## config.mk

```make
export PLATFORM = sky130hd
export DESIGN_NAME = pwm3_modulator
export DESIGN_NICKNAME = d
export VERILOG_FILES = /design/src/rtl/pwm3_pkg.sv /design/src/rtl/pwm3_tri_carrier.sv /design/src/rtl/pwm3_ref_scale.sv /design/src/rtl/pwm3_dead_band.sv /design/src/rtl/pwm3_modulator.sv
export SDC_FILE = /design/constraint.sdc
export NUM_CORES = 1
export LEC_CHECK = 0
export ABC_CLOCK_PERIOD_IN_PS = 10800
export BUFFER_PORTS_ARGS = -buffer_cell sky130_fd_sc_hd__buf_2
export CAP_MARGIN = 20
export CORE_MARGIN = 2
export CORE_UTILIZATION = 52
export CTS_CLUSTER_DIAMETER = 120
export DETAILED_ROUTE_END_ITERATION = 6
export GPL_ROUTABILITY_DRIVEN = 0
export HOLD_SLACK_MARGIN = 0.03
export PLACE_DENSITY = 0.69
export SETUP_SLACK_MARGIN = 0.02
export SYNTH_ARGS = -nofsm -noshare
export SYNTH_HDL_FRONTEND = slang
export SYNTH_HIERARCHICAL = 1
export SYNTH_SLANG_ARGS = --single-unit
```

## constraint.sdc

```tcl
create_clock -name clk -period 10.8 [get_ports clk]
set_input_delay 0.54 -clock clk [delete_from_list [all_inputs] [get_ports clk]]
set_output_delay 0.54 -clock clk [all_outputs]
set_load 0.02 [all_outputs]
```

## src/rtl/pwm3_pkg.sv

```systemverilog
package pwm3_pkg;

   typedef enum logic [1:0] {
      CMD_OFF = 2'b00,
      CMD_LO  = 2'b01,
      CMD_HI  = 2'b10
   } leg_cmd_e;

   localparam int unsigned NUM_LEGS = 3;
   localparam int unsigned LEG_C    = 2;

endpackage

```

## src/rtl/pwm3_tri_carrier.sv

```systemverilog
module pwm3_tri_carrier
   import pwm3_pkg::*;
#(
   parameter int PEAK   = 8192,
   parameter int PERIOD = 8192,
   parameter int CAR_W  = 15
) (
   input  logic                    clk,
   input  logic                    rst_n,
   output logic signed [CAR_W-1:0] car,
   output logic                    valley
);

   localparam int STEP = (4 * PEAK) / PERIOD;
   localparam logic signed [CAR_W-1:0] TOP    = CAR_W'(PEAK);
   localparam logic signed [CAR_W-1:0] BOT    = -TOP;
   localparam logic signed [CAR_W-1:0] STEP_V = CAR_W'(STEP);

   if (STEP < 1 || (4 * PEAK) % PERIOD != 0) begin : g_bad_step
      $error("carrier: PERIOD must divide 4*PEAK with a step of at least 1");
   end
   if ((2 * PEAK) % STEP != 0) begin : g_bad_span
      $error("carrier: step must divide the peak-to-peak span");
   end

   logic rising_q;

   always_ff @(posedge clk or negedge rst_n) begin
      if (!rst_n) begin
         car      <= BOT;
         rising_q <= 1'b1;
      end else if (rising_q) begin
         if (car + STEP_V >= TOP) begin
            car      <= TOP;
            rising_q <= 1'b0;
         end else begin
            car <= car + STEP_V;
         end
      end else begin
         if (car - STEP_V <= BOT) begin
            car      <= BOT;
            rising_q <= 1'b1;
         end else begin
            car <= car - STEP_V;
         end
      end
   end

   assign valley = (car == BOT);


   car_range_chk: assert property (@(posedge clk) disable iff (!rst_n)
      (car <= TOP) && (car >= BOT));


   peak_turn_chk: assert property (@(posedge clk) disable iff (!rst_n)
      (car == TOP) |=> (car == TOP - STEP_V));


   valley_turn_chk: assert property (@(posedge clk) disable iff (!rst_n)
      valley |=> (car == BOT + STEP_V));

endmodule

```

## src/rtl/pwm3_ref_scale.sv

```systemverilog
module pwm3_ref_scale
   import pwm3_pkg::*;
#(
   parameter int REF_W         = 16,
   parameter int MI_W          = 9,
   parameter int MI_FRAC       = 8,
   parameter int LVL_W         = 26,
   parameter bit ROUND_NEAREST = 1'b0
) (
   input  logic                    clk,
   input  logic                    rst_n,
   input  logic                    valley,
   input  logic signed [REF_W-1:0] ref_in [NUM_LEGS],
   input  logic [MI_W-1:0]         mi_in,
   input  logic                    mode_in,
   output logic signed [LVL_W-1:0] lvl [NUM_LEGS],
   output logic                    mode_q
);

   if (MI_FRAC < 1 || MI_FRAC >= MI_W) begin : g_bad_frac
      $error("scale: MI_FRAC must lie in 1..MI_W-1");
   end
   if (LVL_W < REF_W + MI_W + 1) begin : g_bad_lvl
      $error("scale: LVL_W too narrow for the product");
   end

   localparam logic signed [LVL_W-1:0] HALF_LSB = LVL_W'(1) <<< (MI_FRAC - 1);

   logic signed [REF_W-1:0] ref_q [NUM_LEGS];
   logic [MI_W-1:0]         mi_q;

   always_ff @(posedge clk or negedge rst_n) begin
      if (!rst_n) begin
         mi_q   <= '0;
         mode_q <= 1'b0;
      end else if (valley) begin
         mi_q   <= mi_in;
         mode_q <= mode_in;
      end
   end

   for (genvar g = 0; g < NUM_LEGS; g++) begin : g_leg
      logic signed [LVL_W-1:0] prod;

      always_ff @(posedge clk or negedge rst_n) begin
         if (!rst_n) begin
            ref_q[g] <= '0;
         end else if (valley) begin
            ref_q[g] <= ref_in[g];
         end
      end

      assign prod = LVL_W'(ref_q[g]) * LVL_W'($signed({1'b0, mi_q}));

      if (ROUND_NEAREST) begin : g_round
         assign lvl[g] = (prod + HALF_LSB) >>> MI_FRAC;
      end else begin : g_floor
         assign lvl[g] = prod >>> MI_FRAC;
      end


      ref_hold_chk: assert property (@(posedge clk) disable iff (!rst_n)
         !valley |=> $stable(ref_q[g]));


      ref_take_chk: assert property (@(posedge clk) disable iff (!rst_n)
         valley |=> (ref_q[g] == $past(ref_in[g])));
   end


   mi_hold_chk: assert property (@(posedge clk) disable iff (!rst_n)
      !valley |=> ($stable(mi_q) && $stable(mode_q)));


   mi_take_chk: assert property (@(posedge clk) disable iff (!rst_n)
      valley |=> (mi_q == $past(mi_in)));

endmodule

```

## src/rtl/pwm3_dead_band.sv

```systemverilog
module pwm3_dead_band
   import pwm3_pkg::*;
#(
   parameter int DT_W = 4
) (
   input  logic            clk,
   input  logic            rst_n,
   input  leg_cmd_e        cmd,
   input  logic [DT_W-1:0] gap,
   output logic            g_up,
   output logic            g_dn
);

   leg_cmd_e        cmd_q;
   logic [DT_W-1:0] cnt_q;

   always_ff @(posedge clk or negedge rst_n) begin
      if (!rst_n) begin
         cmd_q <= CMD_OFF;
         cnt_q <= '0;
         g_up  <= 1'b0;
         g_dn  <= 1'b0;
      end else if (cmd != cmd_q) begin
         cmd_q <= cmd;
         cnt_q <= gap;
         g_up  <= 1'b0;
         g_dn  <= 1'b0;
      end else if (cnt_q != '0) begin
         cnt_q <= cnt_q - 1'b1;
         g_up  <= 1'b0;
         g_dn  <= 1'b0;
      end else begin
         g_up  <= (cmd_q == CMD_HI);
         g_dn  <= (cmd_q == CMD_LO);
      end
   end


   no_shoot_chk: assert property (@(posedge clk) disable iff (!rst_n)
      !(g_up && g_dn));


   up_gap_chk: assert property (@(posedge clk) disable iff (!rst_n)
      $rose(g_up) |-> !$past(g_dn));


   dn_gap_chk: assert property (@(posedge clk) disable iff (!rst_n)
      $rose(g_dn) |-> !$past(g_up));


   off_cmd_chk: assert property (@(posedge clk) disable iff (!rst_n)
      (cmd == CMD_OFF) |=> (!g_up && !g_dn));

endmodule

```

## src/rtl/pwm3_modulator.sv

```systemverilog
module pwm3_modulator
   import pwm3_pkg::*;
#(
   parameter int PEAK          = 8192,
   parameter int PERIOD        = 8192,
   parameter int REF_W         = 16,
   parameter int MI_W          = 9,
   parameter int MI_FRAC       = 8,
   parameter int DT_W          = 4,
   parameter bit ROUND_NEAREST = 1'b0
) (
   input  logic                    clk,
   input  logic                    rst_n,
   input  logic                    run_en,
   input  logic                    hbridge_sel,
   input  logic signed [REF_W-1:0] ref_a,
   input  logic signed [REF_W-1:0] ref_b,
   input  logic signed [REF_W-1:0] ref_c,
   input  logic [MI_W-1:0]         mod_idx,
   input  logic [DT_W-1:0]         dead_ticks,
   output logic [2:0]              gate_up,
   output logic [2:0]              gate_dn
);

   localparam int CAR_W = $clog2(PEAK) + 2;
   localparam int LVL_W = REF_W + MI_W + 1;

   if (PEAK < 2 || PERIOD < 4) begin : g_bad_size
      $error("modulator: PEAK and PERIOD too small");
   end
   if ((64'd1 << (REF_W - 1)) <= 64'(PEAK)) begin : g_bad_ref
      $error("modulator: REF_W cannot hold +PEAK");
   end
   if (LVL_W < CAR_W) begin : g_bad_cmp
      $error("modulator: level narrower than carrier");
   end

   logic signed [CAR_W-1:0] car;
   logic                    valley;
   logic signed [LVL_W-1:0] car_ext;
   logic signed [REF_W-1:0] ref_arr [NUM_LEGS];
   logic signed [LVL_W-1:0] lvl [NUM_LEGS];
   logic                    mode_q;

   assign ref_arr[0] = ref_a;
   assign ref_arr[1] = ref_b;
   assign ref_arr[2] = ref_c;
   assign car_ext    = LVL_W'(car);

   pwm3_tri_carrier #(
      .PEAK   (PEAK),
      .PERIOD (PERIOD),
      .CAR_W  (CAR_W)
   ) u_carrier (
      .clk    (clk),
      .rst_n  (rst_n),
      .car    (car),
      .valley (valley)
   );

   pwm3_ref_scale #(
      .REF_W         (REF_W),
      .MI_W          (MI_W),
      .MI_FRAC       (MI_FRAC),
      .LVL_W         (LVL_W),
      .ROUND_NEAREST (ROUND_NEAREST)
   ) u_scale (
      .clk     (clk),
      .rst_n   (rst_n),
      .valley  (valley),
      .ref_in  (ref_arr),
      .mi_in   (mod_idx),
      .mode_in (hbridge_sel),
      .lvl     (lvl),
      .mode_q  (mode_q)
   );

   for (genvar g = 0; g < NUM_LEGS; g++) begin : g_leg
      leg_cmd_e cmd;
      logic     leg_off;

      if (g == LEG_C) begin : g_hb_gate
         assign leg_off = !run_en || mode_q;
      end else begin : g_plain
         assign leg_off = !run_en;
      end

      always_comb begin
         if (leg_off) begin
            cmd = CMD_OFF;
         end else if (lvl[g] > car_ext) begin
            cmd = CMD_HI;
         end else begin
            cmd = CMD_LO;
         end
      end

      pwm3_dead_band #(
         .DT_W (DT_W)
      ) u_band (
         .clk   (clk),
         .rst_n (rst_n),
         .cmd   (cmd),
         .gap   (dead_ticks),
         .g_up  (gate_up[g]),
         .g_dn  (gate_dn[g])
      );
   end


   estop_chk: assert property (@(posedge clk) disable iff (!rst_n)
      !run_en |=> ((gate_up == 3'b000) && (gate_dn == 3'b000)));


   hbridge_leg_c_chk: assert property (@(posedge clk) disable iff (!rst_n)
      mode_q |=> (!gate_up[LEG_C] && !gate_dn[LEG_C]));


   bridge_overlap_chk: assert property (@(posedge clk) disable iff (!rst_n)
      ((gate_up & gate_dn) == 3'b000));

endmodule

```

# After elaboration in Yosys (flattened, before gate mapping)
# Cells that the tools add are included.
totals:
  word_cells: 80
  regBits: 98
  out_inout_bits: 6
op_classes:
  mul: 3
  n_addsub: 5
  muxes: 30
  reduce_logical: 8
  n_eq_ne: 10
  n_lt_le_gt_ge: 5
op_table:
  columns: ["cell", "n"]
  rows:
  - ["$mul A16 B10 Y26", 3]
  - ["$gt A18 B15 Y1", 3]
  - ["$mux W15", 3]
  - ["$mux W4", 6]
  - ["$add A15 B4 Y15 const B", 1]
  - ["$eq A15 B14 Y1 const B", 1]
  - ["$ge A15 B15 Y1 const B", 1]
  - ["$le A15 B14 Y1 const B", 1]
  - ["$mux W1", 15]
  - ["$sub A15 B4 Y15 const B", 1]
  - ["$mux W2", 6]
  - ["$reduce_bool A4 Y1", 3]
  - ["$sub A4 B1 Y4 const B", 3]
  - ["$eq A2 B1 Y1 const B", 3]
  - ["$eq A2 B2 Y1 const B", 3]
  - ["$ne A2 B2 Y1", 3]
  - ["$reduce_bool A2 Y1", 3]
  - ["$logic_not A1 Y1", 1]
  - ["$logic_or A1 B1 Y1", 1]

# Logic depth before layout (Yosys ltp)
logic_depth:
  depth_word: 6
  ltp_mapped: 33
  depth_no_buf: 30

# Hierarchy
# The synthesis kept the hierarchy.
by_module_without_submodules:
  columns: ["module", "area_per_inst_um2", "seq_area_each_um2", "instances", "cells_each"]
  rows:
  - ["pwm3_ref_scale", 17645.7, 1451.4, 1, 1914]
  - ["pwm3_modulator", 1899.3, 0.0, 1, 244]
  - ["pwm3_tri_carrier", 1447.6, 354.1, 1, 163]
  - ["pwm3_dead_band", 400.4, 200.2, 3, 31]

# Worst setup path before layout
# No wires, ideal clock.
synth_path:
  path_type: "register to register"
  from: "register u_scale.mi_q[1]"
  to: "register g_leg[0].u_band.cnt_q[1]"
  stages_incl_launch_ff: 32
  arrival_ns: 8.091
  setup_time_ns: 0.125
  synth_period_minus_slack_ns: 8.216
  path_slack_ns: 2.584
  n_path_buf: 3
  cell_sequence: "dfrtp_1 > clkbuf_1 > clkbuf_1 > nand2_1 > fa_1 > inv_1 > fa_1 > inv_1 > fa_1 > inv_1 > fa_1 > fa_1 > ha_1 > o21ai_0 > nor2_1 > nor4bb_2 > o31ai_4 > a31oi_4 > a21oi_4 > a311o_1 > o211ai_1 > buf_4 > ha_1 > a21o_1 > nand3_2 > a21oi_1 > or4_4 > nand2b_1 > mux2_4 > xor2_1 > nor2_1 > mux2_2"
synth_rtl:
  columns: ["element", "line", "source"]
  rows:
  - ["start, declared", "pwm3_ref_scale.sv:30", "logic [MI_W-1:0] mi_q;"]
  - ["start signal, assigned", "pwm3_ref_scale.sv:37", "mi_q <= mi_in;"]
  - ["end signal, assigned", "pwm3_dead_band.sv:25", "cnt_q <= gap;"]
  - ["end signal, assigned", "pwm3_dead_band.sv:29", "cnt_q <= cnt_q - 1'b1;"]
  - ["end, declared", "pwm3_dead_band.sv:15", "logic [DT_W-1:0] cnt_q;"]

==> results.yml <==
grt:
  grt_max_degree: 54
  first_global_vias: 17040
  grt_pass1_wl_um: 84600
  antenna_found_initial: 1
  grt_overflow: 0
  grt_use_total_pct: 23.9
floorplan:
  die_w_um: 211
  rows: 75
  die_h_um: 211
  initial_core_util_pct: 52.8
  die_area_sq_mm: 0.0443
  ios: 71
  coreArea_sq_mm: 0.0420
cells_and_area:
  drive_gt1_share_pct: 9.14
  fin_nets: 3060
  area_growth_pct: 3.80
  post-route-util_pct: 54.8
  antenna_cells: 0
routing:
  detail-route-antenna-nets: 0
  drc_errors: 0
  drt-wirelength-per-cell_um: 16.6
  wl_um: 48700
  vias: 16041
  vias_per_cell: 5.49
  dr.pass1.iters: 5
  first_iter_violations: 857
critical_path:
  crit_type: "flop to flop"
  start_kind: "flop"
  path_max_fanout: 33
  critPathLaunch: "u_scale/mi_q[2]$_DFFE_PN0P_"
  cp_data_arrival_time_ps: 9490
  r2r_start: "u_scale/mi_q[2]$_DFFE_PN0P_"
  r2r_slack_ps: 1600
  endpoint: "g_leg[1].u_band/cnt_q[1]$_DFFE_PN0P_"
  timing.rr.end: "g_leg[1].u_band/cnt_q[1]$_DFFE_PN0P_"
  cp_slowest_cell: "dfrtp_1"
  cp-end-kind: "flop"
  rr_worst_depth: 31
  required_ps: 11080
  cpPeakStageDelay_ps: 720
power:
  power.density_mw_per_mm2: 38.1
  vdd_drop_max_v: 0.0000656
  leakage_uw: 0.0129
sta:
  layout_worst_path_cycle_share_pct: 85.2
  max_slew_margin_pct: 35.7
  finClkSkew_ps: 16.5
  max_freq_mhz: 109
  worst_pin_slew_ps: 940
  post-route-min-period_ps: 9200
  rsz0062_at_grt: "false"
  drv_slew: 0
  hold_viol_final: 0
  setup_viol: 0
  fin_tns_setup_ps: 0
placement:
  numPortBuffers: 70
  dpl.hpwl_um: 39000
logic_synthesis:
  synth_ff_type: "dfrtp_1"
  ys_async_sr_fraction_pct: 100
  synth.area.top_cells: "fa_1 33%, ha_1 14%, dfrtp_1 10%"
  synth_area_sq_mm: 0.0222
  yosysWarnings: 6
  yosysSeqAreaShare_pct: 10.8
  synthCells: 2414
  synth_top_cell_by_area: "fa_1"
  synth_seq_cells: 96
  synth_edf_count: 0
  synth.distinct_cells: 92
  synth.top_cell.area_share_pct: 32.7
  synth_area_per_cell_sq_um: 9.19
clock_tree:
  clock_path_buffers: 2
  tritoncts: "built"
  h-tree-depth: 3
  postCtsSetupBuffers: 0
  clk_latency_ps: 410
  ctsHoldBuffers: 0
  ctsResizeCount: 0
  root_buffer: "clkbuf_16"
  clk_pin_slew_ps: 80
  cts_made_buffers: 9
  cts.sinks: 96
flow_run:
  max-cap-violations: 0
run_status:
  status: "finished, final reports clean"
worst_hold_path:
  hp-class: "input pin to async pin"
[cell usage after synthesis, types with 29 or more instances]
cell and n:
inv_1 493, ha_1 253, dfrtp_1 93, nor2_1 39
mux2_2 66, nand4_1 29, nand2_1 294, and2_1 184
fa_1 363, clkbuf_1 91, a21oi_1 81, buf_4 31
xnor2_1 60, o21ai_0 33
[sequential cells by signal (all words and copies together), names as in the netlist]
register,flops
g_leg.u_band/cmd_q,6
u_carrier/car,13
g_leg.u_band/g_dn,3
u_scale/mode_q,1
u_carrier/rising_q,1
g_leg.u_band/cnt_q,12
u_scale/mi_q,9
g_leg.u_band/g_up,3
u_scale/ref_q,48
[per-layer routing]
layer	global-route usage (%)	up-vias	wire (um)
met5	0	-	7
met4	6.90	2	1160
met3	3.59	69	2470
met2	39.9	389	23600
met1	32.4	8117	21400
li1	-	7464	-
[per-stage QoR]
stage	setup slack [ps]	instances	total power [uW]	cell area, sq um	hold slack (ps)
global placement	1950	2906	521	22700	496
global route	925	2923	915	23000	221
CTS	1640	2922	890	23000	173
detailed placement	1700	2906	528	22700	498
finish	1600	2923	877	23000	174
floorplan	2580	2415	489	22200	244
[power by group]
| part | total (uW) | switching, uW | internal [uW] |
|---|---|---|---|
| sequential | 401 | 21.5 | 380 |
| combinational | 120 | 55.3 | 64.8 |
| clock | 356 | 175 | 180 |
[worst min-delay path by stage]
stage	slack [ps]	cells past startpoint	end
after floorplan	240	0	g_leg[0].u_band/cmd_q[0]$_DFFE_PN0N_
after global placement	500	1	u_scale/mode_q$_DFFE_PN0P_
after detailed placement	500	1	u_scale/mode_q$_DFFE_PN0P_
after CTS	170	1	u_scale/ref_q[41]$_DFFE_PN0P_
after global routing	220	1	u_carrier/car[6]$_DFF_PN0_
final	170	1	u_carrier/car[6]$_DFF_PN0_
[logic make-up after synthesis]
family | synth area share, %
adders and majority gates | 47.0
xor gates and xnor gates | 3.24
and+or+nand+nor | 16.1
AOI/OAI and AO/OA | 7.61
muxes | 4.00
other | 0.0169
DFF | 10.8
buffers and inverters | 11.2
[critical path: cells and delay by family (launching register included)]
family | cells | cell delay (ps)
xor gates and xnor gates | 2 | 580
DFF | 1 | 720
muxes | 2 | 760
buffers and inverters | 6 | 720
AOI/OAI and AO/OA | 11 | 2400
and+or+nand+nor | 3 | 660
adders and majority gates | 7 | 3230
[placed cells by master (no fill, tap or decap), drive strengths merged, types with 30 or more instances in the layout]
| cell type | instances |
|---|---|
| nand2 | 294 |
| inv | 494 |
| dfrtp | 93 |
| fa | 363 |
| buf | 86 |
| ha | 253 |
| nand4 | 30 |
| a21oi | 83 |
| xnor2 | 61 |
| mux2 | 73 |
| nor2 | 39 |
| o21ai | 33 |
| and2 | 184 |
[layout make-up]
class,instances,area (sq um)
well taps,539,674
clock buffers,11,233
fillers,3741,19000
inverters,493,1850
repair buffers,86,505
clock inverters,5,56.3
multi-input cells,1693,17300
flip-flops and latches,96,2410
No activity file was read; power rests on OpenSTA's default activity.
